--- src/rtl/wtt_pkg.sv ---
package wtt_pkg;
  localparam int unsigned BASE_SHIFT = 8;
  localparam int unsigned SEL_W      = 3;
  localparam int unsigned PERIOD_W   = 16;

  function automatic int unsigned pre_width(int unsigned base, int unsigned sel_w);
    return base + (1 << sel_w) - 1;
  endfunction
endpackage

--- src/rtl/wtt_prescaler.sv ---
module wtt_prescaler #(
  parameter int unsigned BASE_SHIFT = wtt_pkg::BASE_SHIFT,
  parameter int unsigned SEL_W      = wtt_pkg::SEL_W
) (
  input  logic             clk_i,
  input  logic             rst_ni,
  input  logic             clear_i,
  input  logic             run_i,
  input  logic [SEL_W-1:0] sel_i,
  output logic             tick_o
);
  localparam int unsigned CNT_W = wtt_pkg::pre_width(BASE_SHIFT, SEL_W);

  logic [CNT_W-1:0] cnt_q;
  logic [CNT_W:0]   one_sh;
  logic [CNT_W-1:0] term;

  always_comb begin
    one_sh = (CNT_W+1)'(1) << (BASE_SHIFT + 32'(sel_i));
    term   = CNT_W'(one_sh - 1'b1);
  end

  assign tick_o = run_i && (cnt_q == term);

  always_ff @(posedge clk_i or negedge rst_ni) begin
    if (!rst_ni)                 cnt_q <= '0;
    else if (clear_i || tick_o)  cnt_q <= '0;
    else if (run_i)              cnt_q <= cnt_q + 1'b1;
  end

  // restart empties the divider
  p_clear_empties_r4: assert property (@(posedge clk_i) disable iff (!rst_ni)
    clear_i |=> (cnt_q == '0));
  // a tick wraps the divider
  p_tick_wraps_r1: assert property (@(posedge clk_i) disable iff (!rst_ni)
    tick_o |=> (cnt_q == '0));
endmodule

--- src/rtl/wtt_period.sv ---
module wtt_period #(
  parameter int unsigned PERIOD_W = wtt_pkg::PERIOD_W
) (
  input  logic                clk_i,
  input  logic                rst_ni,
  input  logic                clear_i,
  input  logic                tick_i,
  input  logic [PERIOD_W-1:0] period_i,
  output logic                fire_o,
  output logic                expired_o
);
  logic [PERIOD_W-1:0] cnt_q;
  logic                expired_q;
  logic [PERIOD_W-1:0] cnt_nxt;

  assign cnt_nxt   = cnt_q + 1'b1;
  assign fire_o    = tick_i && !expired_q && (period_i != '0) && (cnt_nxt == period_i);
  assign expired_o = expired_q;

  always_ff @(posedge clk_i or negedge rst_ni) begin
    if (!rst_ni) begin
      cnt_q     <= '0;
      expired_q <= 1'b0;
    end else if (clear_i) begin
      cnt_q     <= '0;
      expired_q <= 1'b0;
    end else if (fire_o) begin
      expired_q <= 1'b1;
    end else if (tick_i) begin
      cnt_q <= cnt_nxt;
    end
  end

  // zero period never fires
  p_zero_never_r7: assert property (@(posedge clk_i) disable iff (!rst_ni)
    (period_i == '0) |-> !fire_o);
  // expiry holds until restart
  p_hold_expired_r6: assert property (@(posedge clk_i) disable iff (!rst_ni)
    (expired_q && !clear_i) |=> expired_q);
endmodule

--- src/rtl/wtt_flag.sv ---
module wtt_flag (
  input  logic clk_i,
  input  logic rst_ni,
  input  logic fire_i,
  input  logic clr_i,
  output logic flag_o,
  output logic event_o
);
  always_ff @(posedge clk_i or negedge rst_ni) begin
    if (!rst_ni) begin
      flag_o  <= 1'b0;
      event_o <= 1'b0;
    end else begin
      event_o <= fire_i;
      if (fire_i)     flag_o <= 1'b1;   // set beats clear
      else if (clr_i) flag_o <= 1'b0;
    end
  end

  p_clear_drops_r8: assert property (@(posedge clk_i) disable iff (!rst_ni)
    (clr_i && !fire_i) |=> !flag_o);
  p_set_wins_r8: assert property (@(posedge clk_i) disable iff (!rst_ni)
    fire_i |=> flag_o);
endmodule

--- src/rtl/wait_timeout_timer.sv ---
module wait_timeout_timer #(
  parameter int unsigned BASE_SHIFT = wtt_pkg::BASE_SHIFT,
  parameter int unsigned SEL_W      = wtt_pkg::SEL_W,
  parameter int unsigned PERIOD_W   = wtt_pkg::PERIOD_W
) (
  input  logic                clk_i,
  input  logic                rst_ni,
  input  logic                enable_i,
  input  logic                waiting_i,
  input  logic                req_i,
  input  logic [PERIOD_W-1:0] period_i,
  input  logic [SEL_W-1:0]    psc_sel_i,
  input  logic                flag_clr_i,
  output logic                flag_o,
  output logic                event_o
);
  logic restart, run, tick, fire, expired;

  assign restart = req_i || !waiting_i || !enable_i;
  assign run     = !restart && !expired;

  wtt_prescaler #(.BASE_SHIFT(BASE_SHIFT), .SEL_W(SEL_W)) u_psc (
    .clk_i  (clk_i),
    .rst_ni (rst_ni),
    .clear_i(restart),
    .run_i  (run),
    .sel_i  (psc_sel_i),
    .tick_o (tick)
  );

  wtt_period #(.PERIOD_W(PERIOD_W)) u_per (
    .clk_i    (clk_i),
    .rst_ni   (rst_ni),
    .clear_i  (restart),
    .tick_i   (tick),
    .period_i (period_i),
    .fire_o   (fire),
    .expired_o(expired)
  );

  wtt_flag u_flag (
    .clk_i  (clk_i),
    .rst_ni (rst_ni),
    .fire_i (fire),
    .clr_i  (flag_clr_i),
    .flag_o (flag_o),
    .event_o(event_o)
  );

  p_event_pulse_r2: assert property (@(posedge clk_i) disable iff (!rst_ni)
    event_o |=> !event_o);
  p_event_sets_flag_r8: assert property (@(posedge clk_i) disable iff (!rst_ni)
    event_o |-> flag_o);
  p_disable_quiet_r3: assert property (@(posedge clk_i) disable iff (!rst_ni)
    !enable_i |=> !event_o);
  p_req_quiet_r4: assert property (@(posedge clk_i) disable iff (!rst_ni)
    req_i |=> !event_o);
  p_idle_quiet_r5: assert property (@(posedge clk_i) disable iff (!rst_ni)
    !waiting_i |=> !event_o);
  p_expired_quiet_r6: assert property (@(posedge clk_i) disable iff (!rst_ni)
    (expired && !restart) |=> !event_o);
endmodule

--- config.mk ---
export PLATFORM = sky130hd
export DESIGN_NAME = wait_timeout_timer
export DESIGN_NICKNAME = d
export VERILOG_FILES = /design/src/rtl/wtt_pkg.sv /design/src/rtl/wtt_prescaler.sv /design/src/rtl/wtt_period.sv /design/src/rtl/wtt_flag.sv /design/src/rtl/wait_timeout_timer.sv
export SDC_FILE = /design/constraint.sdc
export NUM_CORES = 1
export LEC_CHECK = 0
export BUFFER_PORTS_ARGS = -buffer_cell sky130_fd_sc_hd__clkbuf_2
export CAP_MARGIN = 20
export CORE_MARGIN = 2
export CORE_UTILIZATION = 55
export DETAILED_ROUTE_END_ITERATION = 12
export PLACE_DENSITY = 0.75
export SLEW_MARGIN = 20
export SYNTH_ARGS = -nofsm -noshare
export SYNTH_HDL_FRONTEND = slang
export SYNTH_HIERARCHICAL = 1
export SYNTH_SLANG_ARGS = --single-unit
--- constraint.sdc ---
create_clock -name clk_i -period 4.85 [get_ports clk_i]
set_clock_uncertainty 0.15 [all_clocks]
set_input_delay 0.2425 -clock clk_i [delete_from_list [all_inputs] [get_ports clk_i]]
set_output_delay 0.2425 -clock clk_i [all_outputs]
set_load 0.01 [all_outputs]
======== Word-level counts from Yosys, hierarchy flattened ========
Index checks and enable logic that the tools add are counted.
Widths: inputs -> output; s select.
word-level totals
  register bits ........................... 34
  output and inout port bits .............. 2
operators by class
  $add $sub $neg .......................... 4
  eq/ne operators ......................... 3
  shift-type cells ........................ 1
  multiplexer cells ....................... 9
  reductions and logical operators ........ 18
operator list
  cell                   number
  $mux 16                3
  $shl 1x32->15 const A  1
  $mux 15                2
  $add 16x1->16 const B  1
  $eq 16x16->1           1
  $reduce_bool 16->1     1
  $add 15x1->15 const B  1
  $eq 15x15->1           1
  $sub 15x1->15 const B  1
  $reduce_bool 2->1      4
  $add 4x3->5 const A    1
  $logic_and 1x1->1      5
  $logic_not 1->1        4
  $mux 1                 4
  $logic_or 1x1->1       3
  $ne 2x2->1 const B     1
  $reduce_and 2->1       1

======== Logic depth before layout (Yosys ltp) ========
Gate-level depths: netlist of run 1.
  depth in word-level cells ............... 11
  depth in mapped cells ................... 20
  mapped depth without buffers ............ 15

======== Modules after synthesis ========
Netlist of run 1, hierarchy kept.
by module, submodules not included
  module              instances  cells each  area an instance (µm²)  sequential area each (µm²)
  wtt_period          1          179         1514.0                  425.4
  wtt_prescaler       1          111         1083.5                  375.4
  wtt_flag            1          4           61.3                    50.0
  wait_timeout_timer  1          2           20.0                    0.0

======== Least setup slack after synthesis of run 1 ========
Ideal clock, no wire load.
  kind .................................... input-to-reg
  start point ............................. input psc_sel_i[2]
  end point ............................... register u_per.cnt_q[1]
  data arrival time ....................... 3.921 ns
  required time ........................... 4.568 ns
  slack ................................... 0.647 ns
  cell stages on the path ................. 18
  cell sequence ........................... buf_2 -> or3_1 -> ha_1 -> buf_2 -> xor2_1 -> nor4b_1 -> a211oi_2 -> a2111oi_4 -> buf_6 -> and2_1 -> nand2b_1 -> a2111oi_0 -> nand4_1 -> a2111o_1 -> o41ai_4 -> buf_4 -> mux2i_1 -> nor2_1
between the ends
  longest elaborated chain between the ends .. 10
  elaborated cells between the ends (all ways) .. 11
ends and longest elaborated chain
  what                            RTL line                  RTL
  from (decl)                     wait_timeout_timer.sv:12  input logic [SEL_W-1:0] psc_sel_i,
  $add 4x3->5 (*)                 wtt_prescaler.sv:19       one_sh = (CNT_W+1)'(1) << (BASE_SHIFT + 32'(sel_i));
  $shl 1x32->15 (*)               wtt_prescaler.sv:19
  $sub 15x1->15 (*)               wtt_prescaler.sv:20       term = CNT_W'(one_sh - 1'b1);
  $eq 15x15->1 (*)                wtt_prescaler.sv:23       assign tick_o = run_i && (cnt_q == term);
  $logic_and 1x1->1 (*)           wtt_prescaler.sv:23
  net tick                        wait_timeout_timer.sv:17  logic restart, run, tick, fire, expired;
  $logic_and 1x1->1 (3 in a row)  wtt_period.sv:17          assign fire_o = tick_i && !expired_q && (period_i != '0) && (cnt_nxt == period_i);
  $ne 2x2->1 (no line)            -
  $reduce_and 2->1 (no line) (*)  -
  to (signal assigned)            wtt_period.sv:30          cnt_q <= cnt_nxt;
  to (decl)                       wtt_period.sv:12          logic [PERIOD_W-1:0] cnt_q;
The timed path passes the listed nets; every way through them passes the cells marked *.
A chain may end at the register's enable or synchronous reset.

======== Worst setup path after layout of run 1 ========
Ends and elaborated chain as after synthesis.

==> results.md, run 1 <==
- The largest net degree at the start of global routing is 35.
- Yosys printed 6 warnings.
- The vias per cell is 6.10.
- The number of clock buffers added by TritonCTS is 5.
- The power density over cell area is 191 nW/um^2.
- The detailed-route wire length per cell is 15.8 um.
- The buffer type at the clock tree root is sky130_fd_sc_hd__clkbuf_8.
- The final-layout setup total negative slack is 0 ns.
- The total area inside the core boundary comes to 4720 um^2.
- By area, the combinational part of the netlist is dominated by simple AND/OR/NAND/NOR gates.
- The slowest stage of the critical path is the sky130_fd_sc_hd__nor4b_1 cell.
- The clock passes through at most 2 buffers.
- After Yosys synthesis, XOR and XNOR cells account for 10.1% of the synthesized area.
- The worst setup path is captured at a register.
- The required time at the worst-slack endpoint is 4.86 ns.
- The delay of the slowest critical-path stage is 0.44 ns.
- The kind of cell with the highest combined delay on the critical path is simple AND/OR/NAND/NOR gates.
- The post-detailed-placement cell area is 2780 um^2.
- Total power for the finished layout comes to 549 uW.
- The worst hold slack is 0.0642 ns.
- Of the post-synthesis cell area, the part taken by muxes is 2.10%.
- Summing every instance area after synthesis gives 2680 um^2.
- STA classifies the critical path startpoint as an input port.
- The via count of the first global-routing pass was 2,196.
- The critical path goes through clkbuf_2 -> or3_1 -> ha_1 -> xor2_1 -> nor4b_1 -> a211oi_2 -> a2111oi_4 -> and2_1 -> nand2b_1 -> a2111oi_0 -> nand4_1 -> a2111o_1 -> o41ai_4 -> buf_4 -> mux2i_1 -> nor2_1.
- The layout cell share with drive strength beyond 1 is 18.3%.
- The fraction of the mapped netlist area in compound gates is 20.5%.
- The worst setup margin is 0.630 ns.
- The largest fanout of any net on the critical path is 30.
- Synthesis handed over a netlist of 296 instances.
- The number of hold violations in the final report is 0.
- Timing analysis after detailed placement gives a worst setup slack of 0.344 ns.
- Leaving out fill and tap cells, the most frequent cells in the layout are sky130_fd_sc_hd__dfrtp_1 (34), sky130_fd_sc_hd__clkbuf_2 (26), sky130_fd_sc_hd__or3_1 (17).
- The portion of the post-synthesis area used by sequential elements is 31.8%.
- The TritonCTS clock tree is done.
- The cell leakage power is 1.09 nW.
- The overall via count from detail_route is 2,307.
- The most common flop cell mapped by yosys is sky130_fd_sc_hd__dfrtp_1.
- Dividing the final minimum period by the clock period gives 87.0%.
- The startpoint identified for the worst register-to-register timing path is u_per/expired_o$_DFFE_PN0P_.
- The total buffers and inverters traversed by the critical path is 2.
- The quantity of gates resized following cts is 0.
- The top achievable clock speed is 237 MHz.
- The post-route cell area is 2880 um^2.
- The per-instance average area after synthesis is 9.05 um^2.
- Before antenna repair, the detailed router went through 4 iterations.
- The worst hold path belongs to the class in -> reg.
- The floorplan row count is 25.
- The top cell type by total area after synthesis is sky130_fd_sc_hd__dfrtp_1.
- Global routing finished with a remaining overflow of 0.
- The max capacitance violation total is 0.
- The die covers 5440 um^2.
- The number of nets with antenna violations after detailed routing is 0.
- The proportion of register bits with asynchronous set or reset after synthesis is 100%.
- Leaving out fill and tap cells, the most frequent cell in the layout is sky130_fd_sc_hd__dfrtp_1.
- The relative area change from synthesis to final layout is 7.38%.
- The global-route usage over all layers is 23.8%.
- The count of flip-flops with a built-in enable after synthesis is 0.
- The final critical path time including I/O delays and setup is 4.22 ns.
- The slew at the pin closest to its max-slew limit is 0.851 ns.
- The overall die height is 73.8 um.
- The HPWL after detailed placement is 4.43 mm.
- The initial antenna violation count is 0.
- After the first detailed-routing iteration, the DRC count stood at 114.
- Input and output buffers added on the ports amount to 26.
- The initial standard-cell utilization of the core is 56.7%.
- In the post-synthesis netlist, the biggest area contributors are sky130_fd_sc_hd__dfrtp_1 (32%), sky130_fd_sc_hd__xnor2_1 (5.2%), sky130_fd_sc_hd__xor2_1 (4.9%).
- In this run, synthesis produced a sequential element count of 34.
- For this run, the share of the core covered by cells in the final layout is 60.9%.
- Measured along the x axis, the die boundary spans 73.8 um.
- The distinct cell type count of the synthesized netlist is 66.
- The data arrival time at the worst-slack endpoint is 4.23 ns.
- After filler insertion, the fill cell instance count of the layout stands at 420.
- The number of max-slew violations in the final report is 0.
- The H-tree depth is 2.
- The relative slew slack is 43.3%.
- The worst setup path category is in -> reg.
- The worst IR drop on VDD is 0.000127 V.
- The number of post-CTS setup repair buffers is 0.
- The final layout contains 340 nets.
- The top-level I/O count is 27.
- The insertion delay to the later sink of the worst-skew pair is 0.28 ns.
- The first global-routing pass estimated 10.2 mm of wire.
- CTS saw 34 sinks.
- Setup repair after global routing left no endpoint under its margin.
- The sum of routed wire length over all layers is 5.97 mm.
- The most critical setup path has its startpoint at psc_sel_i[2].
- The number of antenna diodes in the final layout is 0.
- For this run, design rule violations remaining after detail routing come to 0.
- The post-synthesis net count is 324.
- In this run the biggest area consumer among cell types represents 31.8% of the synthesized area.
- The final-report setup violation count is 0.
- The flow ran to the end, and the final reports show no timing, DRC or antenna violations.
- The post-synthesis simple-gate area fraction is 27.8%.
- Counting tap cells, the placed design contains a total of 371 instances.
- After clock tree synthesis, the clock-pin slew on the worst setup and hold paths is 0.06 ns.
- The number of cells in the finished layout apart from fillers is 378.
- At the end of routability-driven placement, the weighted congestion stood at 0.904.
- After Yosys synthesis, full adders, half adders and majority gates account for 1.40% of the synthesized area.
- In this run the most critical hold path is launched from flag_clr_i.
## cell type report
class / count / area [um^2] / share of cell area, %
timing repair buffer: 31 / 170 / 5.92
inverter: 8 / 30.0 / 1.04
clock buffer: 6 / 82.6 / 2.87
tap: 67 / 83.8 / 2.91
sequential: 34 / 851 / 29.6
multi-input combinational: 232 / 1660 / 57.7
## registers in the layout (all words and copies together) (netlist names)
register	flops
u_per/cnt_q	16
u_psc/cnt_q	15
u_flag/event_o	1
u_flag/flag_o	1
u_per/expired_o	1
## logic make-up (layout without fill, tap and decap cells)
family          Yosys count  in the layout
flops                    34             34
xor+xnor                 31             31
buf+inv                  30             45
mux                       5              5
fa+ha+maj                 3              3
compound gates           73             73
simple gates            120            120
## path summary, 6_finish.rpt
path | to | slack [ns] | cells after the start
worst max-delay path | u_per/cnt_q[1]$_DFFE_PN0P_ | 0.63 | 16
worst min-delay path | u_flag/flag_o$_DFFE_PN0P_ | 0.06 | 3
worst max register to register | u_per/cnt_q[1]$_DFFE_PN0P_ | 0.81 | 14
worst min register to register | u_flag/flag_o$_DFFE_PN0P_ | 0.33 | 1
max in group asynchronous | u_per/cnt_q[10]$_DFFE_PN0P_ | 3.56 | 2
min in group asynchronous | u_psc/cnt_q[11]$_DFFE_PN0P_ | 0.45 | 2
## synthesized netlist by cell type (3+ instances only)
master                     instances
sky130_fd_sc_hd__dfrtp_1          34
sky130_fd_sc_hd__or3_1            17
sky130_fd_sc_hd__a21oi_1          16
sky130_fd_sc_hd__nor2_1           16
sky130_fd_sc_hd__xnor2_1          16
sky130_fd_sc_hd__xor2_1           15
sky130_fd_sc_hd__nand2_1          14
sky130_fd_sc_hd__o21ai_1          12
sky130_fd_sc_hd__a211oi_1         11
sky130_fd_sc_hd__nor4_1           10
sky130_fd_sc_hd__buf_2             9
sky130_fd_sc_hd__nand3_1           9
sky130_fd_sc_hd__nand4_1           9
sky130_fd_sc_hd__inv_1             8
sky130_fd_sc_hd__nand2b_1          6
sky130_fd_sc_hd__nor3_1            5
sky130_fd_sc_hd__o21ai_0           5
sky130_fd_sc_hd__and4_1            4
sky130_fd_sc_hd__buf_4             4
sky130_fd_sc_hd__buf_6             4
sky130_fd_sc_hd__clkbuf_1          4
sky130_fd_sc_hd__a31oi_1           3
sky130_fd_sc_hd__and3_1            3
sky130_fd_sc_hd__ha_1              3
sky130_fd_sc_hd__mux2i_1           3
sky130_fd_sc_hd__nand3b_1          3
sky130_fd_sc_hd__o31ai_1           3
sky130_fd_sc_hd__or4_1             3
## worst reg2reg max path: stages (launching register included)
cell and delay [ns]:
sky130_fd_sc_hd__dfrtp_1 0.40, sky130_fd_sc_hd__and4bb_1 0.45, sky130_fd_sc_hd__nand4_4 0.21, sky130_fd_sc_hd__nor2_4 0.19
sky130_fd_sc_hd__nand2_2 0.08, sky130_fd_sc_hd__a2111oi_4 0.32, sky130_fd_sc_hd__and2_1 0.26, sky130_fd_sc_hd__nand2b_1 0.08
sky130_fd_sc_hd__a2111oi_0 0.30, sky130_fd_sc_hd__nand4_1 0.15, sky130_fd_sc_hd__a2111o_1 0.42, sky130_fd_sc_hd__o41ai_4 0.32
sky130_fd_sc_hd__buf_4 0.33, sky130_fd_sc_hd__mux2i_1 0.23, sky130_fd_sc_hd__nor2_1 0.05
## routing by layer
layer  global-route usage, %  wire [um]
met5                       0          0
met4                    6.67         63
met3                    3.98        174
met2                    38.0       2920
met1                    33.2       2810
## power breakdown
| group | internal [mW] | switching (mW) |
|---|---|---|
| clock | 0.109 | 0.0937 |
| combinational | 0.0239 | 0.0384 |
| sequential | 0.284 | 0.000101 |
| total | 0.417 | 0.132 |
## what timing repair did
action	CTS	global route
hold buffers	1	0
endpoints found under the setup margin	0	0
endpoints found under the hold margin	34	0
(Power assumes the default switching activity.)
==> inputs of run 2 (changes only) <==
PLACE_DENSITY = 0.78   (was 0.75)
==> run 2 against run 1 <==
  * Core utilization is 0.50 points higher
  * Flip-flop and latch count unchanged
  * Largest cell class unchanged
  * Critical path type unchanged
  * Via count up 2.7%
  * Combinational power barely moved
  * Highest routed layer unchanged
==> results.md, run 2 (synthesis gave the netlist of run 1 again) <==
- Outcome: finished clean (unchanged).
- The global placement routability congestion was 0.829 (was 0.904).
- The final critical path time including I/O delays and setup is 4.02 ns (was 4.22 ns).
- The initial antenna violation count is 0 (unchanged).
- The delay of the slowest critical-path stage is 0.41 ns (was 0.44 ns).
- The final net count was 340 (unchanged).
- The number of CTS-inserted buffers is 5 (unchanged).
- The overall die height is 73.8 um (unchanged).
- The startpoint of the most critical hold path was flag_clr_i (unchanged).
- The type of destination of the critical path is a register (unchanged).
- The top-level I/O count was 27 (unchanged).
- The number of nets with antenna violations after detailed routing is 0 (unchanged).
- The layout cell share with drive strength beyond 1 was 18.2% (was 18.3%).
- The depth of the critical timing path with buffers and inverters included is 16 (unchanged).
- The worst setup path category is in -> reg (unchanged).
- The final period utilization is 82.9% (was 87.0%).
- The largest net degree at the start of global routing was 35 (unchanged).
- The startpoint of the lowest-slack register-to-register path is u_per/expired_o$_DFFE_PN0P_ (unchanged).
- The first-pass GRT wire length came to 9.79 mm (was 10.2 mm).
- The TritonCTS clock tree is done (unchanged).
- The required time at the worst-slack endpoint is 4.86 ns (about the same).
- The final-report setup violation count came to 0 (unchanged).
- The power density over cell area is 207 nW/um^2 (was 191 nW/um^2).
- The number of input and output port buffers inserted is 26 (unchanged).
- The number of cells on the worst reg-to-reg path is 14 (unchanged).
- The violation count after the first detailed-routing iteration is 176 (was 114).
- The floorplan row count is 25 (unchanged).
- The vias per cell is 6.23 (was 6.10).
- The via count of the first global-routing pass was 2,177 (was 2,196).
- The sum of routed wire length over all layers is 5.88 mm (was 5.97 mm).
- The detailed-route wire length per cell is 15.5 um (was 15.8 um).
- The core area is 4720 um^2 (unchanged).
- Unrepaired setup endpoints after global routing: false (unchanged).
- The number of detailed-routing iterations run before antenna repair was 4 (unchanged).
- The buffer type at the clock tree root is sky130_fd_sc_hd__clkbuf_8 (unchanged).
- The master of the slowest instance on the critical path is sky130_fd_sc_hd__a2111o_1 (was sky130_fd_sc_hd__nor4b_1).
- The count of unresolved DRC violations after routing is 0 (unchanged).
- The final antenna diode count is 0 (unchanged).
- The flip-flop count of the largest register after layout is 16 (unchanged).
- The HPWL after detailed placement is 4.27 mm (was 4.43 mm).
- The kind of cell with the highest combined delay on the critical path was compound AO/OA/AOI/OAI gates (was simple AND/OR/NAND/NOR gates).
- The max capacitance violation total came to 0 (unchanged).
- The H-tree depth is 2 (unchanged).
- The cell leakage power is 1.10 nW (was 1.09 nW).
- The quantity of gates resized following cts is 0 (unchanged).
- The global-route usage over all layers is 22.9% (was 23.8%).
- The slew at the pin closest to its max-slew limit came to 0.819 ns (was 0.851 ns).
- The number of hold buffers added after cts was 1 (unchanged).
- The commonest non-fill, non-tap cell in the layout is sky130_fd_sc_hd__dfrtp_1 (unchanged).
- The total overflow reported by the global router is 0 (unchanged).
- The type of the worst min-delay path is in -> reg (unchanged).
- Critical path cell sequence: clkbuf_2 -> or3_1 -> ha_1 -> xor2_1 -> nor4b_1 -> a211oi_2 -> a2111oi_4 -> and2_1 -> nand2b_1 -> a2111oi_0 -> nand4_1 -> a2111o_1 -> o41ai_4 -> buf_4 -> mux2i_1 -> nor2_1 (unchanged).
- The maximum clock path buffer count came to 2 (unchanged).
- The register containing the most flip-flops in the final layout is u_per/cnt_q (unchanged).
- The initial standard-cell utilization of the core is 56.7% (unchanged).
- The overall via count from detail_route is 2,369 (was 2,307).
- The number of max-slew violations in the final report is 0 (unchanged).
- The overall die area came to 5440 um^2 (unchanged).
- The relative slew slack came to 45.4% (was 43.3%).
- Leading registers by flop count: u_per/cnt_q: 16 flops, u_psc/cnt_q: 15 flops (unchanged).
- The relative area change from synthesis to final layout is 8.27% (was 7.38%).
- The final-layout setup total negative slack is 0 ns (unchanged).
- The top achievable clock speed is 249 MHz (was 237 MHz).
- The capture endpoint of the worst hold path is u_flag/flag_o$_DFFE_PN0P_ (unchanged).
- The reg2reg setup slack is 0.89 ns (was 0.81 ns).
- The worst IR drop on VDD is 0.000180 V (was 0.000127 V).
- The number of stages on the worst hold path is 3 (unchanged).
- The number of hold violations in the final report came to 0 (unchanged).
- The sort of element at the start of the critical path is an input port (unchanged).
- The total buffers and inverters traversed by the critical path is 2 (unchanged).
- The width of the chip is 73.8 um (unchanged).
- The insertion delay to the later sink of the worst-skew pair is 0.28 ns (about the same).
- The data arrival time at the worst-slack endpoint came to 4.03 ns (was 4.23 ns).
- The worst hold slack was 0.0582 ns (was 0.0642 ns).
- The TritonCTS sink count is 34 (unchanged).
- The number of post-CTS setup repair buffers is 0 (unchanged).
- The largest fanout of any net on the critical path came to 30 (unchanged).
- The endpoint of the lowest-slack register-to-register path was u_per/cnt_q[1]$_DFFE_PN0P_ (unchanged).
- Highest-count cells in the layout ignoring fill and taps: sky130_fd_sc_hd__dfrtp_1 (34), sky130_fd_sc_hd__clkbuf_2 (26), sky130_fd_sc_hd__or3_1 (17) (unchanged).
- The clock transition time at the flip-flop clock pins of the worst setup and hold paths is 0.07 ns (was 0.06 ns).
run 2: worst min-delay path, cell delays in order:
cell                       delay, ns
sky130_fd_sc_hd__clkbuf_2       0.08
sky130_fd_sc_hd__inv_1          0.04
sky130_fd_sc_hd__a21o_1         0.10
run 2: area by class of cell:
type	instances	area, um^2
Clock buffer	7	76.3
Clock inverter	1	30.0
Fill cell	399	1820
Inverter	8	30.0
Multi-Input combinational cell	232	1660
Sequential cell	34	851
Tap cell	67	83.8
Timing Repair Buffer	31	170
run 2: worst max path at each step:
stage,endpoint,start
5_1_grt,u_per/cnt_q[1]$_DFFE_PN0P_,psc_sel_i[2]
4_1_cts,u_per/cnt_q[1]$_DFFE_PN0P_,psc_sel_i[2]
3_3_place_gp,u_per/cnt_q[1]$_DFFE_PN0P_,psc_sel_i[2]
2_1_floorplan,u_per/cnt_q[1]$_DFFE_PN0P_,psc_sel_i[2]
3_5_place_dp,u_per/cnt_q[1]$_DFFE_PN0P_,psc_sel_i[2]
6_report,u_per/cnt_q[1]$_DFFE_PN0P_,psc_sel_i[2]
run 2: power by group:
group	switching (mW)	leakage, nW	total [mW]	internal, mW
Clock	0.101	0.0524	0.254	0.154
Combinational	0.0380	0.572	0.0620	0.0240
Sequential	0.000111	0.475	0.284	0.284
run 2: stage by stage:
step           setup WS, ns  total power, mW  utilization [%]  instance area, um^2  std cells
2_1_floorplan         0.647            0.325                -                 2680        296
5_1_grt               0.378            0.622             61.4                 2900        380
4_1_cts               0.834            0.606             61.4                 2900        380
6_report              0.830            0.600             61.4                 2900        380
3_5_place_dp          0.530            0.351             58.9                 2780        371
3_3_place_gp          0.667            0.349             58.9                 2780        371
run 2: per-layer routing:
metal	wire length, um	up-vias	global-route usage, %
met3	278	7	4.25
met4	69	0	7.88
li1	-	1140	-
met5	0	-	0
met2	2850	65	37.6
met1	2680	1157	30.3
